===== src/rtl/alu16_pkg.sv =====
package alu16_pkg;

  typedef enum logic [2:0] {
    CLS_NONE,
    CLS_TWO,
    CLS_ONE,
    CLS_ADDI,
    CLS_SUBI,
    CLS_MEM
  } op_class_e;

  localparam logic [2:0] FN_ADD  = 3'd0;
  localparam logic [2:0] FN_ADDC = 3'd1;
  localparam logic [2:0] FN_SUB  = 3'd2;
  localparam logic [2:0] FN_SUBB = 3'd3;

  localparam logic [2:0] UN_NOT = 3'd0;
  localparam logic [2:0] UN_SHL = 3'd1;
  localparam logic [2:0] UN_SHR = 3'd2;
  localparam logic [2:0] UN_CP  = 3'd3;

  // Fixed priority among class strobes.
  function automatic op_class_e pick_class(input logic two, input logic one,
                                           input logic addi, input logic subi,
                                           input logic mem);
    if (two)       return CLS_TWO;
    else if (one)  return CLS_ONE;
    else if (addi) return CLS_ADDI;
    else if (subi) return CLS_SUBI;
    else if (mem)  return CLS_MEM;
    else           return CLS_NONE;
  endfunction

endpackage


===== src/rtl/alu16_arith.sv =====
module alu16_arith #(
  parameter int W = 16
) (
  input  logic [W-1:0] a,
  input  logic [W-1:0] x,
  input  logic         sub,
  input  logic         cin,
  output logic [W-1:0] res,
  output logic         cout
);
  localparam int XW = W + 1;

  // One extra bit holds the carry-out (add) or the sign of the difference (sub).
  function automatic logic [XW-1:0] add_ext(input logic [W-1:0] p, input logic [W-1:0] q,
                                            input logic c);
    return {1'b0, p} + {1'b0, q} + {{W{1'b0}}, c};
  endfunction

  function automatic logic [XW-1:0] sub_ext(input logic [W-1:0] p, input logic [W-1:0] q,
                                            input logic bw);
    return {1'b0, p} - {1'b0, q} - {{W{1'b0}}, bw};
  endfunction

  logic [XW-1:0] ext;

  always_comb begin
    if (sub) ext = sub_ext(a, x, cin);
    else     ext = add_ext(a, x, cin);
    res  = ext[W-1:0];
    cout = ext[W];
  end
endmodule


===== src/rtl/alu16_bitops.sv =====
module alu16_bitops #(
  parameter int W = 16
) (
  input  logic [W-1:0] a,
  input  logic [W-1:0] b,
  input  logic [2:0]   func,
  output logic [W-1:0] logic_res,
  output logic [W-1:0] unary_res
);
  import alu16_pkg::*;

  always_comb begin
    unique case (func[1:0])
      2'd0:    logic_res = a & b;
      2'd1:    logic_res = a | b;
      2'd2:    logic_res = a ^ b;
      default: logic_res = ~(a ^ b);
    endcase
  end

  always_comb begin
    case (func)
      UN_NOT:  unary_res = ~a;
      UN_SHL:  unary_res = {a[W-2:0], 1'b0};
      UN_SHR:  unary_res = {1'b0, a[W-1:1]};
      UN_CP:   unary_res = a;
      default: unary_res = '0;
    endcase
  end
endmodule


===== src/rtl/alu16_state.sv =====
module alu16_state (
  input  logic clk,
  input  logic clk_en,
  input  logic rst,
  input  logic set_c,
  input  logic set_b,
  input  logic upd_c,
  input  logic upd_b,
  input  logic new_c,
  input  logic new_b,
  output logic carry,
  output logic borrow
);
  always_ff @(posedge clk) begin
    if (rst) begin
      carry  <= 1'b0;
      borrow <= 1'b0;
    end else if (clk_en) begin
      if (set_c)      carry <= 1'b1;
      else if (upd_c) carry <= new_c;
      if (set_b)      borrow <= 1'b1;
      else if (upd_b) borrow <= new_b;
    end
  end
endmodule


===== src/rtl/alu16.sv =====
module alu16 #(
  parameter int W     = 16,
  parameter int IMM_W = 6
) (
  input  logic             clk,
  input  logic             clk_en,
  input  logic             rst,
  input  logic             op_two,
  input  logic             op_one,
  input  logic             op_addi,
  input  logic             op_subi,
  input  logic             op_mem,
  input  logic [2:0]       func,
  input  logic             set_carry,
  input  logic             set_borrow,
  input  logic [W-1:0]     opa,
  input  logic [W-1:0]     opb,
  input  logic [IMM_W-1:0] imm,
  output logic [W-1:0]     result,
  output logic             carry_out
);
  import alu16_pkg::*;

  localparam int PAD = W - IMM_W;

  op_class_e   cls;
  logic [W-1:0] imm_ext;
  logic [W-1:0] arith_x;
  logic [W-1:0] arith_res;
  logic [W-1:0] logic_res;
  logic [W-1:0] unary_res;
  logic         arith_sub;
  logic         arith_cin;
  logic         arith_cout;
  logic         upd_carry;
  logic         upd_borrow;
  logic         carry_q;
  logic         borrow_q;
  logic         two_arith;

  assign cls       = pick_class(op_two, op_one, op_addi, op_subi, op_mem);
  assign imm_ext   = {{PAD{1'b0}}, imm};
  assign two_arith = (cls == CLS_TWO) && !func[2];

  // Operand and incoming carry/borrow for the shared adder/subtractor.
  always_comb begin
    arith_x   = (cls == CLS_TWO) ? opb : imm_ext;
    arith_sub = (two_arith && func[1]) || (cls == CLS_SUBI);
    arith_cin = 1'b0;
    if (two_arith && func == FN_ADDC) arith_cin = carry_q;
    if (two_arith && func == FN_SUBB) arith_cin = borrow_q;
  end

  assign upd_carry  = (two_arith && !func[1]) || (cls == CLS_ADDI);
  assign upd_borrow = (two_arith &&  func[1]) || (cls == CLS_SUBI);

  alu16_arith #(.W(W)) u_arith (
    .a    (opa),
    .x    (arith_x),
    .sub  (arith_sub),
    .cin  (arith_cin),
    .res  (arith_res),
    .cout (arith_cout)
  );

  alu16_bitops #(.W(W)) u_bits (
    .a         (opa),
    .b         (opb),
    .func      (func),
    .logic_res (logic_res),
    .unary_res (unary_res)
  );

  alu16_state u_state (
    .clk    (clk),
    .clk_en (clk_en),
    .rst    (rst),
    .set_c  (set_carry),
    .set_b  (set_borrow),
    .upd_c  (upd_carry),
    .upd_b  (upd_borrow),
    .new_c  (arith_cout),
    .new_b  (arith_cout),
    .carry  (carry_q),
    .borrow (borrow_q)
  );

  always_comb begin
    case (cls)
      CLS_TWO:                     result = func[2] ? logic_res : arith_res;
      CLS_ONE:                     result = unary_res;
      CLS_ADDI, CLS_SUBI, CLS_MEM: result = arith_res;
      default:                     result = '0;
    endcase
  end

  assign carry_out = carry_q;
endmodule


===== config.mk =====
export PLATFORM = sky130hd
export DESIGN_NAME = alu16
export DESIGN_NICKNAME = d
export VERILOG_FILES = /design/src/rtl/alu16_pkg.sv /design/src/rtl/alu16_arith.sv /design/src/rtl/alu16_bitops.sv /design/src/rtl/alu16_state.sv /design/src/rtl/alu16.sv
export SDC_FILE = /design/constraint.sdc
export NUM_CORES = 1
export LEC_CHECK = 0
export ABC_AREA = 1
export CORE_ASPECT_RATIO = 1.1
export CORE_UTILIZATION = 40
export DETAILED_ROUTE_END_ITERATION = 8
export PLACE_DENSITY_LB_ADDON = 0.05
export SYNTH_ARGS = -nofsm -noshare
export SYNTH_HDL_FRONTEND = slang
export SYNTH_SLANG_ARGS = --single-unit
export TNS_END_PERCENT = 1

===== constraint.sdc =====
create_clock -name clk -period 8.4 [get_ports clk]
set_clock_uncertainty 0.15 [all_clocks]
set_input_delay 1.68 -clock clk [delete_from_list [all_inputs] [get_ports clk]]
set_output_delay 1.68 -clock clk [all_outputs]
set_load 0.005 [all_outputs]

==> results by group <==
Placed design
  • Final GP Congestion: 0.969
  • PortBufs: 67
  • Post-Place Cell Area: just over 0.005 sq mm
  • Post-placement cell count: approximately 1000
  • DP Wirelength: 12800 microns
  • Setup WS pre-CTS: roughly 960 ps

Global routing
  • Met3 usage: 0.0243
  • First-pass GRT wire length: ~25000 microns
  • Initial antenna violation count: 0
  • Most used routing layer: met2
  • Largest net degree at the start of global routing: 23
  • Global Route met2 Usage: 0.443
  • Vias in the first global route: roughly 5000
  • Grt total ovfl: 0
  • GR Util met1: 0.393
  • Global-route total usage across every layer: 0.274

Route
  • Routed WL: between 15000 and 20000 microns
  • Starting DRC count in detailed routing: 269
  • DRT antenna net count: 0
  • DRT Pass-1 Iters: 5
  • Vias per std cell: roughly 5.2
  • Routed via count: a little over 5000
  • # DRC: 0
  • DR WL/cell: approximately 16 microns

Setup path
  • Critical Path Fanout Max: 18
  • CP arrival: between 5000 and 6000 ps
  • Startpoint Class: input pin
  • Critical path type: input pin to primary output
  • WP data required: 6570 ps
  • CP Capture Type: primary output
  • Reg2reg path depth: 16

Synthesis
  • Synth Cell Area: approximately 0.0044 sq mm
  • Yosys warnings: 0
  • Mux cell area share after synthesis: 0
  • Syn_nets: 924
  • Most common flop cell mapped by yosys: dfxtp_1
  • Simple logic cell fraction of the synthesized area: 0.370
  • Largest family of logic cells by synthesized area: simple AND/OR/NAND/NOR gates
  • Syn avg cell area: between 5 and 6 sq um
  • Ys async rst share: 0
  • Seq/Total Area, Yosys: 0.00907
  • Most numerous cell in the Yosys netlist: nand2_1
  • Compound-Gate Fraction of Synth Area: 0.191
  • Post-synth EDFFs: 0
  • Yosys top cell by area: ha_1
  • Syn Inst Count: between 700 and 800
  • Synth Area in Adders: 0.236
  • Top cells by area, synth: ha_1 (22%), nand2_1 (20%), inv_1 (12%)
  • Top post-synthesis cells by count: nand2_1 (230), inv_1 (145), ha_1 (77), nand3_1 (58), nor2_1 (48)
  • #FFs+latches synth: 2
  • Synth unique cells: 40
  • Synth top area share: 0.218
  • Post-Synth XOR/XNOR Area: 0.0139

Clock tree
  • CTS H-Tree Depth: 1
  • Clk buf depth: 2
  • CTS Buf Count: 3
  • Postcts setup bufs: 0
  • Worst-path clk slew: approximately 30 ps
  • Clock Latency Late Sink: 230 ps
  • CTS tree: done
  • Post-CTS resize count: 0
  • Root Driver: clkbuf_16
  • Cts hold-fix bufs: 0
  • Clock sinks: 2

Pwr
  • Internal power: 218 uW
  • Pleak: between 2 and 3 nW
  • Sw frac: 0.526
  • Sequential share of power: 0.024
  • Logic pwr share: 0.816
  • Worst vdd ir: around 0.12 mV
  • Power Dens Cells: just under 90 mW/mm^2
  • Clock network power share: 0.160
  • Switching power: between 200 and 250 uW

Timing
  • Final setup fails: 0
  • Final Critical Period: between 7000 and 8000 ps
  • Slew Limit Fails: 0
  • Post-Route Setup TNS: 0 ps
  • Fmax: about 0.13 GHz
  • Final Hold Viols: 0
  • RSZ-0062 raised after global routing: no
  • Slew margin rel.: 0.466
  • Worst Tran Pin Value: between 700 and 800 ps
  • Final setup margin: 942 ps
  • Final worst path period share: 0.888

Floorplanning
  • Die area: 0.0115 sq mm
  • Die height: approximately 110 microns
  • Total I/O pin count: 68
  • Effective utilization at floorplan: 0.419
  • Die Wd: approximately 100 microns
  • Core box area: 0.0105 sq mm
  • Number of core rows: 39

Min path
  • Min-Delay Path Class: flop to flop
  • Hold path depth: 4

Final layout
  • Utilization after layout: 0.493
  • Layout Cells excl Fill: 989
  • Share of cells above drive strength 1: 0.0638
  • ANT cells: 0
  • Layout Nets: between 900 and 1000
  • Area grow syn2layout: 17.8%
  • Post-route cell area: around 0.0052 sq mm
  • # fillers: approximately 1200

Run
  • Maxcap violations: 0

Run status
  • Outcome: finished clean
[metal layers]
layer | vias to the layer above | share of wire
li1 | 2647 | -
met5 | - | 0
met4 | 0 | 0.019
met3 | 26 | 0.064
met2 | 178 | 0.44
met1 | 2314 | 0.48
[area by class of cell]
class / instances / area, sq um / share of cell area
clock buffers: 3 / 75.1 / 0.0144
well taps: 143 / 179 / 0.0344
flip-flops and latches: 2 / 40.0 / 0.00770
inverters: 167 / 634 / 0.122
repair buffers: 70 / 693 / 0.133
multi-input cells: 604 / 3580 / 0.688
[layout by cell type, fill, tap and decap left out, drive strengths merged]
master,Yosys,final
nor2,52,52
ha,77,77
o2111ai,1,1
o21bai,4,4
and2,2,2
a31oi,2,2
nor3,6,6
dfxtp,2,2
nand3b,4,4
a211oi,3,3
clkdlybuf4s50,0,67
a22oi,5,5
nand2,244,244
xor2,6,6
clkinv,2,2
inv,165,165
or2,2,2
buf,16,3
clkbuf,3,3
o21ai,44,44
o22ai,31,31
xnor2,1,1
nand4,6,6
fa,4,4
a21oi,34,34
o211ai,15,15
nand3,61,61
[worst max-delay path: stages]
cell	delay, ps
clkdlybuf4s50_1	560
buf_4	290
nand2_4	90
inv_4	210
nand2_4	170
inv_2	90
nand2_1	60
a21oi_2	240
fa_1	500
ha_1	200
o21ai_0	210
nand2_2	110
nand2_2	90
nand2_2	60
nand2_1	80
nand2_1	60
nand2_1	60
nand3_1	70
nand2_1	120
nand2_1	90
nand2_1	90
clkdlybuf4s50_1	490
[registers in the layout, indices dropped and copies added, names as in the netlist]
register	cells
u_state.carry	1
u_state.borrow	1
[final timing paths]
check	start	to	slack, ps
worst max-delay path	func[1]	result[13]	940
worst min-delay path	u_state.borrow	u_state.borrow	420
worst max register to register	u_state.carry	u_state.carry	5530
worst min register to register	u_state.borrow	u_state.borrow	420
[kinds of logic after synthesis]
family          after synthesis
simple gates                377
xor+xnor                      7
compound gates              139
flops                         2
buf+inv                     186
fa+ha+maj                    81
[metrics by stage]
| stage | power, mW | hold slack [ps] |
|---|---|---|
| after global placement | 0.381 | 412 |
| after floorplan | 0.256 | 351 |
| after CTS | 0.457 | 414 |
| after global routing | 0.507 | 464 |
| after detailed placement | 0.380 | 407 |
| final | 0.461 | 421 |
[power groups by stage]
stage          Combinational (mW)  Clock [mW]  Sequential [mW]
3_3_place_gp                0.369           0           0.0114
4_1_cts                     0.371      0.0741           0.0112
6_report                    0.376      0.0738           0.0113
2_1_floorplan               0.245           0           0.0110
5_1_grt                     0.420      0.0755           0.0113
3_5_place_dp                0.369           0           0.0113
(Power assumes the default switching activity.)
